===== src/rtl/ebis_pkg.sv =====
package ebis_pkg;
  localparam int CFG_W   = 16;
  localparam int NUM_BLK = 4;
  localparam int BLK_W   = $clog2(NUM_BLK);

  typedef enum logic [2:0] {
    ST_IDLE = 3'd0,
    ST_T1   = 3'd1,
    ST_T2   = 3'd2,
    ST_T3   = 3'd3,
    ST_TI   = 3'd4,
    ST_INT  = 3'd5
  } seq_state_e;
endpackage


===== src/rtl/ebis_cfg_reg.sv =====
module ebis_cfg_reg #(
  parameter int W  = 16,
  parameter int NB = 4
) (
  input  logic          clk,
  input  logic          rst,
  input  logic          we,
  input  logic [W-1:0]  wdata,
  output logic [NB-1:0] blk_en,
  output logic [W-1:0]  rdata
);
  localparam int PAIRS = W / 2;

  function automatic logic [W-1:0] en_mask();
    logic [W-1:0] m = '0;
    for (int i = 0; i < NB; i++) m[2*i+1] = 1'b1;
    return m;
  endfunction
  localparam logic [W-1:0] EN_MASK = en_mask();

  logic wdata_unused;
  assign wdata_unused = ^(wdata & ~EN_MASK);

  // odd bit 2n+1 of the write data feeds block n's enable
  always_ff @(posedge clk) begin
    if (rst) begin
      blk_en <= '1;
    end else if (we) begin
      for (int i = 0; i < NB; i++) blk_en[i] <= wdata[2*i+1];
    end
  end

  for (genvar g = 0; g < PAIRS; g++) begin : g_rd
    assign rdata[2*g] = 1'b0;
    if (g < NB) begin : g_en
      assign rdata[2*g+1] = blk_en[g];
    end else begin : g_fix
      assign rdata[2*g+1] = 1'b1;
    end
  end
endmodule


===== src/rtl/ebis_addr_dec.sv =====
module ebis_addr_dec #(
  parameter int AW    = 16,
  parameter int BLK_W = 2,
  parameter int NB    = 4
) (
  input  logic [AW-1:0] addr,
  input  logic [NB-1:0] blk_en,
  output logic          is_ext,
  output logic          idle_en
);
  localparam int LOW_W = AW - 1 - BLK_W;

  logic [BLK_W-1:0] blk;
  logic             addr_unused;

  assign is_ext      = addr[AW-1];
  assign blk         = addr[AW-2 -: BLK_W];
  assign idle_en     = blk_en[blk];
  assign addr_unused = ^addr[LOW_W-1:0];
endmodule


===== src/rtl/ebis_seq_fsm.sv =====
module ebis_seq_fsm
  import ebis_pkg::*;
(
  input  logic       clk,
  input  logic       rst,
  input  logic       req_valid,
  input  logic       is_ext,
  input  logic       is_read,
  input  logic       mux_mode,
  input  logic       idle_en,
  output logic       req_ready,
  output logic [2:0] bus_state,
  output logic       addr_strobe,
  output logic       data_strobe,
  output logic       rd_oe,
  output logic       done
);
  seq_state_e st_q, st_d;
  logic rd_q, mux_q, ins_q;
  logic rd_d, mux_d, ins_d;

  always_comb begin
    st_d  = st_q;
    rd_d  = rd_q;
    mux_d = mux_q;
    ins_d = ins_q;
    unique case (st_q)
      ST_IDLE: if (req_valid) begin
        if (is_ext) begin
          st_d  = ST_T1;
          rd_d  = is_read;
          mux_d = mux_mode;
          ins_d = is_read & idle_en;
        end else begin
          st_d  = ST_INT;
        end
      end
      ST_T1:  st_d = ST_T2;
      ST_T2:  st_d = mux_q ? ST_T3 : (ins_q ? ST_TI : ST_IDLE);
      ST_T3:  st_d = ins_q ? ST_TI : ST_IDLE;
      ST_TI:  st_d = ST_IDLE;
      ST_INT: st_d = ST_IDLE;
      default: st_d = ST_IDLE;
    endcase
  end

  // outputs are decoded from the next state and held in flops
  always_ff @(posedge clk) begin
    if (rst) begin
      st_q        <= ST_IDLE;
      rd_q        <= 1'b0;
      mux_q       <= 1'b0;
      ins_q       <= 1'b0;
      req_ready   <= 1'b1;
      bus_state   <= 3'd0;
      addr_strobe <= 1'b0;
      data_strobe <= 1'b0;
      rd_oe       <= 1'b0;
      done        <= 1'b0;
    end else begin
      st_q        <= st_d;
      rd_q        <= rd_d;
      mux_q       <= mux_d;
      ins_q       <= ins_d;
      req_ready   <= (st_d == ST_IDLE);
      bus_state   <= (st_d == ST_INT) ? 3'd0 : st_d;
      addr_strobe <= (st_d == ST_T1);
      data_strobe <= (st_d == ST_T2) || (st_d == ST_T3);
      rd_oe       <= rd_d && ((st_d == ST_T2) || (st_d == ST_T3));
      done        <= (st_d == ST_INT) || (st_d == ST_TI)
                  || ((st_d == ST_T3) && !ins_d)
                  || ((st_d == ST_T2) && !mux_d && !ins_d);
    end
  end
endmodule


===== src/rtl/ext_bus_idle_seq.sv =====
module ext_bus_idle_seq
  import ebis_pkg::*;
#(
  parameter int AW = 16
) (
  input  logic             clk,
  input  logic             rst,
  input  logic             req_valid,
  output logic             req_ready,
  input  logic [AW-1:0]    req_addr,
  input  logic             req_is_read,
  input  logic             mux_mode,
  input  logic             cfg_we,
  input  logic [CFG_W-1:0] cfg_wdata,
  output logic [CFG_W-1:0] cfg_rdata,
  output logic [2:0]       bus_state,
  output logic             addr_strobe,
  output logic             data_strobe,
  output logic             rd_oe,
  output logic             done
);
  logic [NUM_BLK-1:0] blk_en;
  logic               is_ext;
  logic               idle_en;

  ebis_cfg_reg #(.W(CFG_W), .NB(NUM_BLK)) cfg_i (
    .clk    (clk),
    .rst    (rst),
    .we     (cfg_we),
    .wdata  (cfg_wdata),
    .blk_en (blk_en),
    .rdata  (cfg_rdata)
  );

  ebis_addr_dec #(.AW(AW), .BLK_W(BLK_W), .NB(NUM_BLK)) dec_i (
    .addr    (req_addr),
    .blk_en  (blk_en),
    .is_ext  (is_ext),
    .idle_en (idle_en)
  );

  ebis_seq_fsm fsm_i (
    .clk         (clk),
    .rst         (rst),
    .req_valid   (req_valid),
    .is_ext      (is_ext),
    .is_read     (req_is_read),
    .mux_mode    (mux_mode),
    .idle_en     (idle_en),
    .req_ready   (req_ready),
    .bus_state   (bus_state),
    .addr_strobe (addr_strobe),
    .data_strobe (data_strobe),
    .rd_oe       (rd_oe),
    .done        (done)
  );
endmodule


===== config.mk =====
export PLATFORM = sky130hd
export DESIGN_NAME = ext_bus_idle_seq
export DESIGN_NICKNAME = d
export VERILOG_FILES = /design/src/rtl/ebis_pkg.sv /design/src/rtl/ebis_cfg_reg.sv /design/src/rtl/ebis_addr_dec.sv /design/src/rtl/ebis_seq_fsm.sv /design/src/rtl/ext_bus_idle_seq.sv
export SDC_FILE = /design/constraint.sdc
export NUM_CORES = 1
export LEC_CHECK = 0
export BUFFER_PORTS_ARGS = -buffer_cell sky130_fd_sc_hd__clkbuf_2
export CAP_MARGIN = 30
export CORE_MARGIN = 1
export CORE_UTILIZATION = 44
export CTS_BUF_LIST = sky130_fd_sc_hd__clkbuf_4 sky130_fd_sc_hd__clkbuf_8
export CTS_CLUSTER_DIAMETER = 100
export CTS_CLUSTER_SIZE = 25
export DETAILED_ROUTE_END_ITERATION = 8
export GPL_ROUTABILITY_DRIVEN = 0
export PLACE_DENSITY_LB_ADDON = 0.3
export SYNTH_ARGS = -nofsm -noshare
export SYNTH_HDL_FRONTEND = slang
export SYNTH_HIERARCHICAL = 1
export SYNTH_SLANG_ARGS = --single-unit

===== constraint.sdc =====
create_clock -name clk -period 2.3 [get_ports clk]
set_input_delay 0.23 -clock clk [delete_from_list [all_inputs] [get_ports clk]]
set_output_delay 0.23 -clock clk [all_outputs]
set_load 0.01 [all_outputs]

Word level (Yosys, flattened, before mapping)
Cells that the tools add are included.

operators by class
  multiply operators = 0
  multiplexer cells = 16
  bitwise logic cells = 1
  divide/modulo/power cells = 0
  eq/ne operators = 8
  shift operators = 0
  reductions and logical operators = 13
  add/sub/neg operators = 0
  $lt $le $gt $ge = 1

operators with widths
  operator              count
  $eq A3 B2 Y1 const B  4
  $mux W3               4
  $pmux W3 S4           1
  $mux W1               10
  $eq A3 B1 Y1 const B  2
  $eq A3 B3 Y1 const B  2
  $logic_not A3 Y1      2
  $logic_and A1 B1 Y1   4
  $logic_or A1 B1 Y1    4
  $lt A2 B3 Y1 const B  1
  $bmux W1 S2           1
  $logic_not A1 Y1      2
  $reduce_or A2 Y1      1
  $and A1 B1 Y1         1

storage, ports and cells
  memory bits (writable) = 0
  bits in registers = 18
  bits in read-only memories = 0
  bits in latches = 0
  output and inout port bits = 24
  input bits = 38
  logic and storage cells = 50
  memories kept = 0

Depth between registers and ports, before layout
Gate-level depths: netlist of run 1.

  depth after elaboration = 10
  depth in mapped cells = 4
  gate-level depth less buffers = 3

Hierarchy
Netlist of run 1, hierarchy kept.

modules (own cells, without submodules)
  module         seq. area each (um^2)  area each (um^2)  instances  cells each
  ebis_seq_fsm   280.3                  554.3             1          53
  ebis_cfg_reg   80.1                   267.8             1          30
  ebis_addr_dec  0.0                    30.0              1          2

Worst setup path after synthesis of run 1
Ideal clock, no wire load.

  path kind = reg2reg
  from = register fsm_i.st_q[1]
  to = register fsm_i.mux_q
  cell stages (with the launch flop) = 5
  path slack = 1.037 ns
  period minus slack after synthesis = 1.263 ns
  required time = 2.172 ns
  data arrival time = 1.135 ns
  buffers on the path = 1
  library setup time = 0.128 ns
  cell sequence = dfxtp_1 buf_6 or4b_4 o21ai_0 a21oi_1

on the way
  word-level cells in the longest chain between the ends = 2

ends and longest elaborated chain
  what                    RTL line            source
  from (decl)             ebis_seq_fsm.sv:18  seq_state_e st_q, st_d;
  from (signal assigned)  ebis_seq_fsm.sv:61  st_q <= st_d;
  $logic_not A3 Y1        ebis_seq_fsm.sv:27  unique case (st_q)
  $mux W1                 ebis_seq_fsm.sv:27
  to (signal assigned)    ebis_seq_fsm.sv:63  mux_q <= mux_d;
  to (decl)               ebis_seq_fsm.sv:19  logic rd_q, mux_q, ins_q;

No other way between the ends.
A chain may end at the register's enable or synchronous reset.

Worst setup path in the final report of run 1
  from = register fsm_i.st_q[2]
  to = register fsm_i.addr_strobe

on the way
  word-level cells in the longest chain between the ends = 3
  elaborated cells on any way between the ends = 7
  those cells by class = eq/ne: 4; mux: 2; reduce/logical: 1

ends and longest elaborated chain
  what                                  RTL line            source
  $eq A3 B2 Y1 (tied with other cells)  ebis_seq_fsm.sv:27
  $pmux W3 S4 (*)                       ebis_seq_fsm.sv:27
  $eq A3 B1 Y1 (*)                      ebis_seq_fsm.sv:67  addr_strobe <= (st_d == ST_T1);
  to (signal assigned)                  ebis_seq_fsm.sv:67
  to (decl)                             ebis_seq_fsm.sv:13  output logic addr_strobe,

Mark *: on every way between the ends. The rest lies on a longest branch, timed or not.

==> results of run 1 <==
## routing by layer
metal	routed length (um)	track usage	vias up
met3	80	0.0357	4
met5	0	0	-
met4	22	0.0529	0
li1	-	-	308
met1	635	0.174	287
met2	670	0.251	24
## power breakdown
| part | internal, mW | total, mW | switching (mW) |
|---|---|---|---|
| combinational | 0.0423 | 0.0917 | 0.0494 |
| clock | 0.0963 | 0.196 | 0.0993 |
| sequential | 0.330 | 0.343 | 0.0131 |
## cells in the mapped netlist (all sizes together), types with 2 or more instances
library cell / count
inv: 2
a21oi: 4
buf: 18
a211o: 4
nand3: 3
nor2b: 5
a21boi: 5
dfxtp: 18
nand3b: 2
o21ai: 3
nor2: 5
conb: 2
## registers in the layout, summed over array words and instances, names as in the netlist
signal	cells
fsm_i/req_ready	1
fsm_i/rd_q	1
cfg_i/blk_en	4
fsm_i/bus_state	3
fsm_i/data_strobe	1
fsm_i/st_q	3
fsm_i/mux_q	1
fsm_i/addr_strobe	1
fsm_i/done	1
fsm_i/rd_oe	1
fsm_i/ins_q	1
## worst max path at each step
stage / cells past startpoint / slack (ns) / end
2_1_floorplan: 4 / 1.04 / fsm_i/mux_q$_SDFF_PP0_
3_3_place_gp: 3 / 0.96 / fsm_i/addr_strobe$_SDFF_PP0_
3_5_place_dp: 3 / 0.95 / fsm_i/addr_strobe$_SDFF_PP0_
4_1_cts: 3 / 0.93 / fsm_i/addr_strobe$_SDFF_PP0_
5_1_grt: 3 / 0.87 / fsm_i/addr_strobe$_SDFF_PP0_
6_report: 3 / 0.93 / fsm_i/addr_strobe$_SDFF_PP0_
## cell type report
class	count	area, um2
Inverter	2	7.51
Sequential cell	18	360
Multi-Input combinational cell	56	379
Fill cell	178	830
Timing Repair Buffer	24	120
Tap cell	25	31.3
Clock buffer	4	36.3
## through the flow
step	worst slack, ns	cell area, um2	hold slack [ns]
6_report	0.928	935	0.136
5_1_grt	0.873	935	0.131
4_1_cts	0.934	935	0.136
3_5_place_dp	0.951	898	0.444
3_3_place_gp	0.961	898	0.433
2_1_floorplan	1.04	890	0.329
## critical path, delay by kind of cell (launching register included)
kind | cells | cell delay, ns
AND/OR/NAND/NOR | 3 | 0.87
flip-flops | 1 | 0.39
## logic make-up (layout without fill, tap and decap cells)
group	count (synthesis)	in the layout
compound gates	19	19
buf+inv	21	30
flops	18	18
mux	2	2
other cells	2	12
simple gates	23	23
==> flow_summary.ini, run 1 <==
[outcome]
status = complete, no violations

[drt]
ant_nets = 0
wire_per_inst_um = 10.9
drcViolationCount = 0
dr.first_iter.drc_count = 8
dr.pass1.iters = 4
viasPerCell = 4.83
wl_um = 1410
vias = 623

[hold_path]
hp-class = in -> reg
min_to = cfg_i/blk_en[3]$_SDFFE_PP1P_
hold_depth = 2
holdCritStartpoint = cfg_wdata[7]

[critical_path]
reg2reg_slack_ns = 0.93
worstPathMaxFanout = 6
reg2reg_to = fsm_i/addr_strobe$_SDFF_PP0_
crit_chain = or4b_4 > nor2_1 > nor3_2
critPathLaunch = fsm_i/st_q[2]$_SDFF_PP0_
critPathCaptureType = flip-flop
cpPeakStageDelay_ns = 0.59
cp.required_ns = 2.48
cp-start-kind = flip-flop
ff2ff_path_depth = 3
cp.arrival_ns = 1.55
critical_path_class = reg -> reg
crit-reg2reg-launch = fsm_i/st_q[2]$_SDFF_PP0_
cp_slowest_cell = or4b_4

[synth]
avgSynthCellArea_um2 = 10.0
muxShareOfSynthArea = 0.0382
synthSimpleGateAreaFrac = 0.188
ys.flop_type = dfxtp_1
seq_area_frac_synth = 0.423
yosys_warnings = 6
synth_area_leader_cell = dfxtp_1
syn_inst = 85
ys_seq_elements = 18
synthAdderAreaFrac = 0
synth_area_leaders = dfxtp_1 42%, buf_4 15%, a211o_1 4.1%
synth_compound_area_frac = 0.166
synth_xor_area_frac = 0
synth_top_family_by_area = simple AND/OR/NAND/NOR gates
synth_top_cell_area_share = 0.423
synth_cell_types = 29
async_flop_share = 0
synth_edf_count = 0
netlist_area_um2 = 852

[sta]
fin_crit_ns = 1.37
hold_viol = 0
rsz0062_at_grt = no
finalCritPeriodShare = 0.596
report.final.slew_viol_count = 0
max_freq_mhz = 729
setup_viol = 0
finClkSkew_ns = 0.00756
setup_tns_ns = 0

[run]
maxCapViolCount = 0

[clock_tree]
clk_path_buf_depth = 2
htree_levels = 1
clkTransAtPathRegs_ns = 0.11
cts_buffers = 3
clk_latency_ns = 0.29
root_buffer = clkbuf_4
cts_resized = 0
cts-hold-fix-buffers = 0
numClockSinks = 18
cts_tree = done
cts_setup_buffers = 0

[floorplanning]
initial_core_util = 0.483
die_w_um = 46.0
core_area_mm2 = 0.00176
placementRows = 15
die_h_um = 46.0
ioPinCount = 62
dieArea_mm2 = 0.00212

[layout]
layout_common_cells = 24 x clkbuf_2, 18 x dfxtp_1, 12 x conb_1
final_common_cell = clkbuf_2
final_util = 0.530
fin_cells = 129
diodes = 0
nets = 143
area_delta_synth_final_pct = 9.69
layout-drive-gt1-share = 0.356

[grt]
antenna_found_initial = 0
grt_first_pass_wirelength_um = 2230
grt_max_degree = 13
track_usage = 0.146
grt_remaining_overflow = 0
grt_pass1_vias = 518

[pwr]
p_leak_nw = 0.416
total_power_mw = 0.630
power_density_mw_per_mm2 = 674
vdd_drop_max_mv = 0.304

[placed_design]
place_inst = 125
port_buffers = 24
dp_hpwl_um = 1040
Note: power is estimated with default switching activity, not from simulation.
==> inputs of run 2 (changes only) <==
--- a/config.mk
+++ b/config.mk
@@ -5,10 +5,11 @@
 export SDC_FILE = /design/constraint.sdc
 export NUM_CORES = 1
 export LEC_CHECK = 0
+export ABC_AREA = 1
 export BUFFER_PORTS_ARGS = -buffer_cell sky130_fd_sc_hd__clkbuf_2
 export CAP_MARGIN = 30
 export CORE_MARGIN = 1
-export CORE_UTILIZATION = 44
+export CORE_UTILIZATION = 42
 export CTS_BUF_LIST = sky130_fd_sc_hd__clkbuf_4 sky130_fd_sc_hd__clkbuf_8
 export CTS_CLUSTER_DIAMETER = 100
 export CTS_CLUSTER_SIZE = 25
==> constraint.sdc (replaced) <==
create_clock -name clk -period 1.3 [get_ports clk]
set_input_delay 0.13 -clock clk [delete_from_list [all_inputs] [get_ports clk]]
set_output_delay 0.13 -clock clk [all_outputs]
set_load 0.01 [all_outputs]
==> flow_summary.ini, run 2 <==
[outcome]
status = complete, no violations

[synth]
seq_area_frac_synth = 0.403
yosysMostFrequentCell = nand2_1
async_flop_share = 0
synth_top_cell_area_share = 0.403
synth_edf_count = 0
netlist_area_um2 = 895
avgSynthCellArea_um2 = 7.65
synth_area_leader_cell = dfxtp_1
syn_inst = 117
synth_cell_types = 19
ys.flop_type = dfxtp_1
ys_seq_elements = 18
yosys_warnings = 6
synth_area_leaders = dfxtp_1 40%, buf_4 14%, nand2_1 8.4%
ys_top_cells_by_count = 20 x nand2_1, 19 x inv_1, 18 x dfxtp_1, 17 x buf_4, 11 x nand3_1

[drt]
drcViolationCount = 0
dr.pass1.iters = 4
wire_per_inst_um = 8.68
dr.first_iter.drc_count = 8
vias = 698
viasPerCell = 4.26
ant_nets = 0
wl_um = 1420

[sta]
setup_viol = 0
finClkSkew_ns = 0.00555
setup_tns_ns = 0
report.final.slew_viol_count = 0
max_freq_mhz = 898
hold_viol = 0
rsz0062_at_grt = no
finalCritPeriodShare = 0.857
fin_crit_ns = 1.11

[floorplanning]
ioPinCount = 62
core_area_mm2 = 0.00198
die_h_um = 48.2
die_w_um = 48.2
placementRows = 16
initial_core_util = 0.451
dieArea_mm2 = 0.00232

[layout]
reg_top3 = cfg_i/blk_en x4, fsm_i/bus_state x3, fsm_i/st_q x3
area_delta_synth_final_pct = 10.8
final_util = 0.500
largest_reg_flops = 4
layout-drive-gt1-share = 0.292
nets = 176
diodes = 0
regMostFlops = cfg_i/blk_en
final_common_cell = clkbuf_2
layout_common_cells = 24 x clkbuf_2, 20 x nand2_1, 19 x inv_1

[grt]
antenna_found_initial = 0
grt_max_degree = 11
track_usage = 0.133
grt_first_pass_wirelength_um = 2170
grt_pass1_vias = 537
grt_remaining_overflow = 0

[critical_path]
cp_slowest_cell = dfxtp_1
cp_common_cell = nand2_2
crit_chain = inv_1 > nand2_2 > nor2_8 > nand2_4 > nand2_2 > nand3_2 > a21oi_2
critical_path_class = reg -> reg
worstPathMaxFanout = 5
critPathCaptureType = flip-flop
cpPeakStageDelay_ns = 0.35
cp.arrival_ns = 1.35
crit_end = fsm_i/done$_SDFF_PP0_
cp.required_ns = 1.54
critPathLaunch = fsm_i/st_q[2]$_SDFF_PP0_
ff2ff_path_depth = 7
crit-reg2reg-launch = fsm_i/st_q[2]$_SDFF_PP0_
reg2reg_slack_ns = 0.19
reg2reg_to = fsm_i/done$_SDFF_PP0_
cp-start-kind = flip-flop

[pwr]
power_density_mw_per_mm2 = 1150
p_leak_nw = 0.572
vdd_drop_max_mv = 0.603

[clock_tree]
numClockSinks = 18
cts_setup_buffers = 0
cts_tree = done
cts_buffers = 3
clk_latency_ns = 0.29
cts-hold-fix-buffers = 0
cts_resized = 0
htree_levels = 1
root_buffer = clkbuf_4
clkTransAtPathRegs_ns = 0.10
clk_path_buf_depth = 2

[placed_design]
port_buffers = 24
dp_hpwl_um = 1120

[run]
maxCapViolCount = 0

[hold_path]
hp-class = in -> reg
run 2: cell types whose count changed after synthesis, moves of 4 or more:
cell / previous run / this run
nand4_1: 1 / 5
a211o_1: 4 / 0
inv_1: 2 / 19
nand2_1: 0 / 20
nand3_1: 3 / 11
nor2b_1: 5 / 0
run 2: kinds of logic after synthesis:
group                  Yosys count  synth area share
AO/OA/AOI/OAI                    7            0.0545
buffers and inverters           40             0.239
flip-flops                      18             0.403
other                            2           0.00839
AND/OR/NAND/NOR                 50             0.295
run 2: worst max-delay path, delay by kind of cell, from the launching register on:
family | cells | cell delay [ns]
compound gates | 1 | 0.11
buf+inv | 1 | 0.13
flops | 1 | 0.35
simple gates | 5 | 0.46
run 2: worst min-delay path by stage:
stage	to	start	cells past startpoint	slack, ns
floorplan	cfg_i/blk_en[0]$_SDFFE_PP1P_	cfg_we	2	0.25
global placement	cfg_i/blk_en[1]$_SDFFE_PP1P_	cfg_wdata[3]	3	0.34
detailed placement	cfg_i/blk_en[3]$_SDFFE_PP1P_	cfg_wdata[7]	3	0.34
CTS	cfg_i/blk_en[3]$_SDFFE_PP1P_	cfg_wdata[7]	3	0.03
global route	cfg_i/blk_en[1]$_SDFFE_PP1P_	cfg_wdata[3]	3	0.05
finish	cfg_i/blk_en[3]$_SDFFE_PP1P_	cfg_wdata[7]	3	0.04
run 2: power breakdown:
group / switching [mW] / internal (mW)
combinational: 0.120 / 0.0716
sequential: 0.0219 / 0.585
clock: 0.167 / 0.171
total: 0.309 / 0.827
run 2: cell type report:
type | count | area (um2)
inverter | 22 | 82.6
tap | 27 | 33.8
timing repair buffer | 24 | 120
sequential | 18 | 360
fill | 203 | 991
clock buffer | 4 | 36.3
multi-input combinational | 69 | 358
run 2: stage by stage:
step	instance area, um2	std cells	worst slack [ns]	hold slack, ns	power [mW]
4_1_cts	991	164	0.174	0.0321	1.15
3_5_place_dp	955	160	0.200	0.345	0.811
2_1_floorplan	932	127	0.299	0.252	0.789
6_report	991	164	0.186	0.0374	1.14
5_1_grt	991	164	0.0816	0.0474	1.20
3_3_place_gp	955	160	0.204	0.340	0.807
run 2: per-layer routing:
metal	routed length [um]	track usage	vias to the layer above	part of all wire
met5	0	0	-	0
met4	19	0.0500	0	0.013
met3	66	0.0222	2	0.046
met2	698	0.235	22	0.49
met1	640	0.161	299	0.45
li1	-	-	375	-
==> inputs of run 3 (changes only) <==
--- a/config.mk
+++ b/config.mk
@@ -9,7 +9,7 @@
 export BUFFER_PORTS_ARGS = -buffer_cell sky130_fd_sc_hd__clkbuf_2
 export CAP_MARGIN = 30
 export CORE_MARGIN = 1
-export CORE_UTILIZATION = 42
+export CORE_UTILIZATION = 38
 export CTS_BUF_LIST = sky130_fd_sc_hd__clkbuf_4 sky130_fd_sc_hd__clkbuf_8
 export CTS_CLUSTER_DIAMETER = 100
 export CTS_CLUSTER_SIZE = 25
==> constraint.sdc (replaced) <==
create_clock -name clk -period 1 [get_ports clk]
set_input_delay 0.1 -clock clk [delete_from_list [all_inputs] [get_ports clk]]
set_output_delay 0.1 -clock clk [all_outputs]
set_load 0.01 [all_outputs]
==> flow_summary.ini, run 3 (synthesis results as in run 2) <==
[outcome]
status = finished with violations
violations = negative setup slack

[grt]
grt_first_pass_wirelength_um = 2500
grt_remaining_overflow = 0
grt_max_degree = 11
grt_pass1_vias = 623
track_usage = 0.128
antenna_found_initial = 0

[pwr]
total_power_mw = 1.54
power_density_mw_per_mm2 = 1360
p_leak_nw = 0.625
vdd_drop_max_mv = 0.908

[layout]
layout_common_cells = 24 x clkbuf_2, 17 x inv_1, 16 x nand2_1
reg_top3 = cfg_i/blk_en x4, fsm_i/bus_state x3, fsm_i/st_q x3
fin_cells = 174
layout-drive-gt1-share = 0.452
final_common_cell = clkbuf_2
design_area_mm2 = 0.00113
final_util = 0.510
nets = 185
num-fill-cells = 220
regMostFlops = cfg_i/blk_en
area_delta_synth_final_pct = 26.2
largest_reg_flops = 4
diodes = 0

[hold_path]
hp-class = in -> reg
holdCritStartpoint = cfg_wdata[3]

[floorplanning]
placementRows = 17
die_h_um = 50.5
ioPinCount = 62
core_area_mm2 = 0.00221
initial_core_util = 0.404
die_w_um = 50.5
dieArea_mm2 = 0.00255

[clock_tree]
clkTransAtPathRegs_ns = 0.10
numClockSinks = 18
clk_path_buf_depth = 2
clk_latency_ns = 0.28
root_buffer = clkbuf_4
cts_tree = done
htree_levels = 1
cts-hold-fix-buffers = 0
cts_buffers = 3

[critical_path]
critPathCaptureType = flip-flop
critPathLaunch = fsm_i/st_q[1]$_SDFF_PP0_
critical_path_class = reg -> reg
cp.required_ns = 1.23
cp-start-kind = flip-flop
crit-reg2reg-launch = fsm_i/st_q[1]$_SDFF_PP0_
worstPathMaxFanout = 5
cp.arrival_ns = 1.30

[drt]
dr.pass1.iters = 4
drcViolationCount = 0
ant_nets = 0
wl_um = 1590
viasPerCell = 4.27
dr.first_iter.drc_count = 6
vias = 743
wire_per_inst_um = 9.11

[placed_design]
port_buffers = 24
dp_hpwl_um = 1190
place_inst = 168
placed_cell_area_mm2 = 0.00101

[sta]
setup_viol = 5
hold_viol = 0
setup_slack_ns = -0.0764
fin_crit_ns = 1.08
timing.hold.ws_ns = 0.0166
rsz0062_at_grt = yes
finClkSkew_ns = 0.000394
max_freq_mhz = 929
report.final.slew_viol_count = 0
finalCritPeriodShare = 1.08

[run]
maxCapViolCount = 0
run 3: cell types whose count changed in the layout (fill, tap and decap cells not counted), sizes merged:
cell,before,now
buf,0,9
run 3: timing repair:
item,4_1_cts,5_1_grt
resized for setup,6,16
buffers inserted,0,2
setup endpoints to repair,13,13
pin swaps,0,4
run 3: final timing paths:
kind | slack (ns) | cells after the start | to
setup / recovery | -0.08 | 7 | fsm_i/done$_SDFF_PP0_
hold / removal | 0.02 | 3 | cfg_i/blk_en[1]$_SDFFE_PP1P_
setup reg to reg | -0.08 | 7 | fsm_i/done$_SDFF_PP0_
hold reg to reg | 0.48 | 2 | cfg_i/blk_en[2]$_SDFFE_PP1P_
run 3: critical path: stages, from the launching register on:
cell,delay (ns)
dfxtp_2,0.34
inv_2,0.08
nand2_4,0.07
nor2_8,0.17
nand2_8,0.09
nand2_2,0.08
nand3_2,0.07
a21oi_2,0.11
run 3: where the power goes:
group,switching (mW),internal [mW],total (mW)
logic,0.185,0.130,0.315
clock network,0.212,0.221,0.434
registers,0.0282,0.762,0.790
run 3: final cells by class:
type / instances / area [um2] / area share
timing repair buffer: 33 / 191 / 0.170
tap: 28 / 35.0 / 0.0310
clock buffer: 4 / 36.3 / 0.0322
multi-input combinational: 69 / 414 / 0.367
sequential: 18 / 369 / 0.327
inverter: 22 / 82.6 / 0.0732
run 3: routing by layer:
metal,up-vias,share of wire,global-route usage
li1,390,-,-
met1,329,0.44,0.165
met2,22,0.51,0.200
met3,2,0.044,0.0212
met4,0,0.0082,0.0694
met5,-,0,0
run 3: stage by stage:
stage / setup WS, ns / TNS (ns)
after floorplan: 0.00666 / 0
after global placement: -0.0642 / -0.194
after detailed placement: -0.0625 / -0.237
after CTS: -0.0308 / -0.0782
after global routing: -0.171 / -1.05
final: -0.0764 / -0.186
